File: config.mk
export PLATFORM = sky130hd
export DESIGN_NAME = ls_agu
export DESIGN_NICKNAME = d
export VERILOG_FILES = /design/src/rtl/ls_agu.sv
export SDC_FILE = /design/constraint.sdc
export NUM_CORES = 1
export LEC_CHECK = 0
export ABC_AREA = 1
export ABC_CLOCK_PERIOD_IN_PS = 8100
export BUFFER_PORTS_ARGS = -buffer_cell sky130_fd_sc_hd__buf_2
export CORE_AREA = 2 2 118 120
export CTS_BUF_LIST = sky130_fd_sc_hd__clkbuf_4
export CTS_CLUSTER_DIAMETER = 40
export CTS_CLUSTER_SIZE = 12
export DETAILED_ROUTE_END_ITERATION = 7
export DIE_AREA = 0 0 120 122
export PLACE_DENSITY = 0.81
export SYNTH_ARGS = -nofsm -noshare
export SYNTH_HDL_FRONTEND = slang
export SYNTH_SLANG_ARGS = --single-unit
File: constraint.sdc
create_clock -name clk -period 8.1 [get_ports clk]
set_input_delay 0.405 -clock clk [delete_from_list [all_inputs] [get_ports clk]]
set_output_delay 0.405 -clock clk [all_outputs]
set_load 0.01 [all_outputs]
File: src/rtl/ls_agu.sv
module ls_agu #(
  parameter int IMM_W = 12,
  parameter int IDX_W = 4
) (
  input  logic             clk,
  input  logic             rst_n,
  input  logic             req_valid,
  input  logic             req_load,
  input  logic             req_byte,
  input  logic             req_sub,
  input  logic [1:0]       req_mode,
  input  logic             req_use_reg,
  input  logic [IMM_W-1:0] req_imm,
  input  logic [31:0]      req_roff,
  input  logic [31:0]      req_base,
  input  logic [IDX_W-1:0] req_base_idx,
  input  logic [IDX_W-1:0] req_dest_idx,
  input  logic [31:0]      req_store_data,
  output logic [31:0]      mem_addr,
  output logic             mem_re,
  output logic             mem_we,
  output logic [3:0]       mem_be,
  output logic [31:0]      mem_wdata,
  input  logic [31:0]      mem_rdata,
  output logic             misalign,
  output logic             ld_valid,
  output logic [IDX_W-1:0] ld_idx,
  output logic [31:0]      ld_data,
  output logic             wb_valid,
  output logic [IDX_W-1:0] wb_idx,
  output logic [31:0]      wb_data
);
  localparam int DW = 32;
  localparam int NB = DW / 8;
  localparam int LW = $clog2(NB);

  logic [DW-1:0]    off, sum;
  logic             go, indexed;
  logic             ld_pend, ld_byte_q, wb_pend;
  logic [LW-1:0]    lane_q;
  logic [IDX_W-1:0] ld_idx_q, wb_idx_q;
  logic [DW-1:0]    wb_data_q;

  assign off      = req_use_reg ? req_roff : DW'(req_imm);
  assign sum      = req_sub ? req_base - off : req_base + off;
  assign mem_addr = (req_mode == 2'b10) ? req_base : sum;
  assign misalign = req_valid & ~req_byte & (mem_addr[LW-1:0] != '0);
  assign go       = req_valid & ~misalign;
  assign indexed  = req_mode[0] ^ req_mode[1];

  assign mem_re    = go & req_load;
  assign mem_we    = go & ~req_load;
  assign mem_be    = req_byte ? (NB'(1) << mem_addr[LW-1:0]) : {NB{1'b1}};
  assign mem_wdata = req_byte ? {NB{req_store_data[7:0]}} : req_store_data;

  always_ff @(posedge clk) begin
    if (!rst_n) begin
      ld_pend   <= 1'b0;
      wb_pend   <= 1'b0;
      ld_byte_q <= 1'b0;
      lane_q    <= '0;
      ld_idx_q  <= '0;
      wb_idx_q  <= '0;
      wb_data_q <= '0;
    end else begin
      ld_pend <= go & req_load;
      wb_pend <= go & indexed;
      if (go) begin
        ld_byte_q <= req_byte;
        lane_q    <= mem_addr[LW-1:0];
        ld_idx_q  <= req_dest_idx;
        wb_idx_q  <= req_base_idx;
        wb_data_q <= sum;
      end
    end
  end

  assign ld_valid = ld_pend;
  assign ld_idx   = ld_idx_q;
  assign ld_data  = ld_byte_q ? DW'(mem_rdata[lane_q*8 +: 8]) : mem_rdata;
  assign wb_valid = wb_pend & ~(ld_pend & (ld_idx_q == wb_idx_q));
  assign wb_idx   = wb_idx_q;
  assign wb_data  = wb_data_q;
endmodule

Word level (Yosys, flattened, before mapping)
Index checks and enable logic that the tools add are counted.

operators by class
  $add $sub $neg = 2
  equality and inequality tests = 2
  shift operators = 2
  mux-type cells = 6
  bitwise operators = 13
  reductions and logical operators = 1

operators with widths
  cell                                                                count
  32-bit two-way mux                                                  5
  32-bit adder                                                        1
  32-bit by 6-bit indexed part select with 8-bit output               1
  32-bit subtractor                                                   1
  1-bit AND                                                           8
  4-bit equality test                                                 1
  4-bit two-way mux                                                   1
  1-bit NOT                                                           4
  1-bit by 2-bit << shifter with 4-bit output (first input constant)  1
  2-bit equality test (second input constant)                         1
  2-bit nonzero test                                                  1
  1-bit XOR                                                           1

storage, ports and cells
  register bits = 45
  bits of input ports = 157
  output and inout bits = 145
  logic and storage cells = 33

Depth between registers and ports, before layout
  word-level depth = 9
  gate-level depth with buffers = 27
  depth with buffers taken out = 25

Least setup slack after synthesis
Ideal clock, no wire load.

  path kind = in2out
  start = input port req_use_reg
  end = output port mem_addr[21]
  arrival time = 2.970 ns
  required time = 7.695 ns
  setup slack = 4.725 ns
  stages = 21
  buffers on the path = 2
  path through = buf_6 -> inv_4 -> buf_8 -> nand2_1 -> nand2_2 -> ha_1 -> inv_1 -> nor2_4 -> nand3_2 -> nand2_1 -> o21ai_1 -> xor2_1 -> ha_1 -> nand2_1 -> nor2_1 -> nand2_1 -> o21ai_0 -> nand2_1 -> nand2_1 -> nand2_1 -> a31oi_1

on the way
  cells in the longest elaborated chain, start to end = 4
  elaborated cells between the ends (all ways) = 5
  those cells by class = 2 x add/sub; 3 x mux

RTL lines
  item                                                      line  source
  start: declaration                                        12    input logic req_use_reg,
  32-bit two-way mux *                                      44    assign off = req_use_reg ? req_roff : DW'(req_imm);
  32-bit adder / 32-bit subtractor (equally long branches)  45    assign sum = req_sub ? req_base - off : req_base + off;
  32-bit two-way mux *                                      45
  32-bit two-way mux *                                      46    assign mem_addr = (req_mode == 2'b10) ? req_base : sum;
  end: declaration                                          19    output logic [31:0] mem_addr,

Every way passes the cells marked *; elsewhere a longest branch is shown, timed or not.

Final worst setup path
Same ends and word-level chain as after synthesis.

==> impl_metrics.py <==
metrics = {
    "floorplanning": {
        "die-area_mm2": 0.0146,
        "core-area_mm2": 0.0135,
        "std_cell_rows": 43,
        "die_x_um": 120,
        "initial_core_util_pct": 46.0,
        "die_h_um": 122,
        "floorplan.io_pins": 302,
    },
    "setup_path": {
        "r2r_end": "ld_byte_q",
        "crit_chain": "buf_2 > inv_4 > nand2_1 > nand2_1 > nor2_1 > nand3_1 > nor2_4 > nand3_2 > nand2_1 > o21ai_1 > xor2_1 > ha_1 > nand2_1 > nor2_1 > nand2_1 > o21ai_0 > nand2_1 > nand2_1 > nand2_1 > a31oi_1 > buf_2",
        "r2r_start": "ld_byte_q",
        "worstPathMaxFanout": 37,
        "timing.critical_path.mode_cell": "nand2_1",
        "end_kind": "output port",
        "slowest_delay_ns": 0.63,
        "cp.required_ns": 7.70,
        "worstSetupPathType": "in -> out",
        "r2r.worst_path.cells": 2,
        "regToRegSetupSlack_ns": 6.68,
        "arrival_ns": 4.39,
        "start_kind": "primary input",
        "cpMaxStageDelayCell": "o21ai_0",
    },
    "sta": {
        "skew_ns": 0,
        "slew_violations": 0,
        "worst_slack_ns": 3.31,
        "fin_crit_ns": 4.79,
        "finalSetupViolCount": 0,
        "relSlewSlack_pct": 31.8,
        "hold_slack_ns": 0.246,
        "hold_violations": 0,
        "finalCritPeriodShare_pct": 59.2,
        "setup_tns_ns": 0,
        "tightest_slew_ns": 1.02,
        "max_freq_mhz": 209,
        "rsz0062_at_grt": "false",
    },
    "synth": {
        "synth_area_mm2": 0.00621,
        "synth_seq_cells": 45,
        "ys_seq_area_share_pct": 14.5,
        "yosys_warnings": 0,
        "netlist_top_cells_area": "nand2_1 23%, dfxtp_1 15%, nor2_1 11%",
        "syn_nets": 1345,
        "synth_top_cell_by_area": "nand2_1",
        "yosysUniqueCellTypes": 42,
        "synth.avg_cell_area_um2": 5.38,
        "yosysTopAreaCellShare_pct": 22.6,
        "syn_inst": 1154,
    },
    "route": {
        "initialDrtViolationCount": 596,
        "route.detailed.drc": 0,
        "via_per_inst": 5.09,
        "firstDrtPassIters": 5,
        "wire_per_inst_um": 14.7,
        "routed_wirelength_mm": 23.4,
        "vias": 8141,
        "ant_nets": 0,
    },
    "clock_tree": {
        "hold_buffers": 0,
        "cts_tree": "yes",
        "cts.clk_slew.worst_paths_ns": 0.16,
        "cts_made_buffers": 5,
        "insertion_delay_ns": 0.39,
        "clock-sinks": 45,
        "root_buffer": "clkbuf_4",
        "clockBufferDepth": 2,
        "h-tree-depth": 2,
        "post_cts_buffers": 0,
        "cts_resized": 0,
    },
    "place": {
        "dp_hpwl_mm": 19.9,
        "io_buffers": 301,
        "dpl_cell_area_mm2": 0.00770,
        "place_ws_ns": 3.09,
        "globalplace.congestion": 1.03,
    },
    "pwr": {
        "p_sw_share_pct": 49.3,
        "power_frac_clock_pct": 13.9,
        "p_int_uw": 556,
        "power.density_mw_per_mm2": 141,
        "combPwrFrac_pct": 62.0,
        "power_mw": 1.10,
        "vdd_drop_max_mv": 0.0629,
        "power_frac_seq_pct": 24.1,
        "switching_power_uw": 541,
        "leakage_nw": 4.64,
    },
    "global_route": {
        "antenna_found_initial": 0,
        "gr-total-overflow": 0,
        "grt_use_total_pct": 30.6,
        "grt_pass1_wl_mm": 35.6,
        "grt_start_max_net_pins": 63,
        "grt_pass1_vias": 7303,
    },
    "min_path": {
        "hold-path-cell-count": 3,
        "hp-start": "req_dest_idx[2]",
        "whs_endpoint": "ld_idx[2]",
        "hold_path_class": "in -> reg",
    },
    "cells_and_area": {
        "n_antenna_cell": 0,
        "fillers": 1436,
        "syn_to_final_growth_pct": 25.5,
        "final_nets": 1610,
        "final_area_mm2": 0.00779,
        "final_layout_size_suffix_gt1_share_pct": 24.9,
    },
    "job": {
        "drv_cap": 0,
    },
    "outcome": {
        "status": "completed",
    },
}
## registers in the layout, summed over array words and instances (netlist names)
| name | cells |
|---|---|
| ld_idx | 4 |
| ld_valid | 1 |
| ld_byte_q | 1 |
| wb_idx | 4 |
| wb_data | 32 |
| lane_q | 2 |
| wb_pend | 1 |
## Yosys cell counts
library cell / instances
clkbuf_1: 18
nor3_1: 14
buf_4: 11
nor2_4: 5
o21bai_1: 6
a41oi_1: 1
buf_6: 2
nand2_2: 18
xnor2_1: 16
o211ai_1: 3
nand3_1: 54
buf_8: 1
buf_1: 3
xor2_1: 29
nor3b_1: 1
ha_1: 33
o31ai_1: 1
nand4_1: 10
nor3_2: 1
o21ai_1: 8
nand3b_1: 2
o21ai_2: 1
o21ai_0: 74
o21a_1: 2
clkinv_1: 2
nor2_2: 9
nand2_1: 374
a21o_1: 2
nand2_4: 2
nand2b_1: 1
or2_0: 1
inv_2: 4
nor2_1: 175
inv_1: 145
inv_4: 1
nand3_2: 3
dfxtp_1: 45
a31oi_1: 7
fa_1: 1
buf_2: 9
nor4_1: 2
a21oi_1: 57
## layout make-up
class | instances | area, um^2 | share of cell area [%]
Inverter | 152 | 573 | 7.36
Timing Repair Buffer | 302 | 1510 | 19.4
Tap cell | 180 | 225 | 2.89
Clock inverter | 3 | 47.5 | 0.611
Multi-Input combinational cell | 913 | 4490 | 57.6
Clock buffer | 5 | 37.5 | 0.482
Sequential cell | 45 | 901 | 11.6
## cell families after synthesis
logic type / count (synthesis) / share of synthesized area (%)
adder cells (fa/ha/maj): 34 / 6.98
AO/OA/AOI/OAI: 162 / 13.9
AND/OR/NAND/NOR: 672 / 45.1
buffers and inverters: 196 / 13.2
XOR/XNOR: 45 / 6.35
flip-flops: 45 / 14.5
## power groups by stage
stage                     clock, mW  combinational [mW]  sequential [mW]
after global placement            0               0.664            0.269
after global routing          0.162               0.756            0.267
after detailed placement          0               0.670            0.268
after CTS                     0.154               0.673            0.264
final                         0.153               0.681            0.264
after floorplan                   0               0.422            0.275
## routing by layer
layer | track usage [%] | vias up | part of all wire (%)
met4 | 9.26 | 0 | 2.6
li1 | - | 4133 | -
met3 | 4.17 | 43 | 8.4
met5 | 0 | - | 0
met2 | 53.0 | 377 | 46
met1 | 39.6 | 3588 | 43
## critical path, delay by kind of cell
family	cells	cell delay, ns
XOR/XNOR	1	0.17
AO/OA/AOI/OAI	3	0.90
AND/OR/NAND/NOR	13	1.71
buffers and inverters	3	0.79
adder cells (fa/ha/maj)	1	0.41
## metrics by stage
step           utilization [%]  cells
4_1_cts                   57.7   1600
2_1_floorplan                -   1154
3_5_place_dp              57.0   1592
5_1_grt                   57.7   1600
6_report                  57.7   1600
3_3_place_gp              57.0   1592
## cells in the final DEF, fill, tap and decap left out, types with 4 or more instances in the layout
master	netlist	layout
nand4_1	10	10
ha_1	33	33
buf_2	9	301
nand3_1	54	54
xnor2_1	16	16
o21ai_0	74	74
nand2_2	18	18
nand2_1	374	374
nor2_4	5	5
clkbuf_4	0	5
a31oi_1	7	7
xor2_1	29	29
a21oi_1	57	57
o21bai_1	6	6
inv_2	4	4
nor2_2	9	9
nor3_1	14	14
o21ai_1	8	8
nor2_1	175	175
inv_1	145	145
dfxtp_1	45	45
## how the worst max path moves through the flow
stage                start            to  slack [ns]
3_5_place_dp   req_use_reg   wb_data[12]        3.09
4_1_cts        req_use_reg  mem_addr[13]        3.44
5_1_grt        req_use_reg   wb_data[12]        2.88
6_report       req_use_reg  mem_addr[21]        3.31
2_1_floorplan  req_use_reg  mem_addr[21]        4.72
3_3_place_gp   req_use_reg   wb_data[12]        3.34
Note: power is estimated with default switching activity, not from simulation.
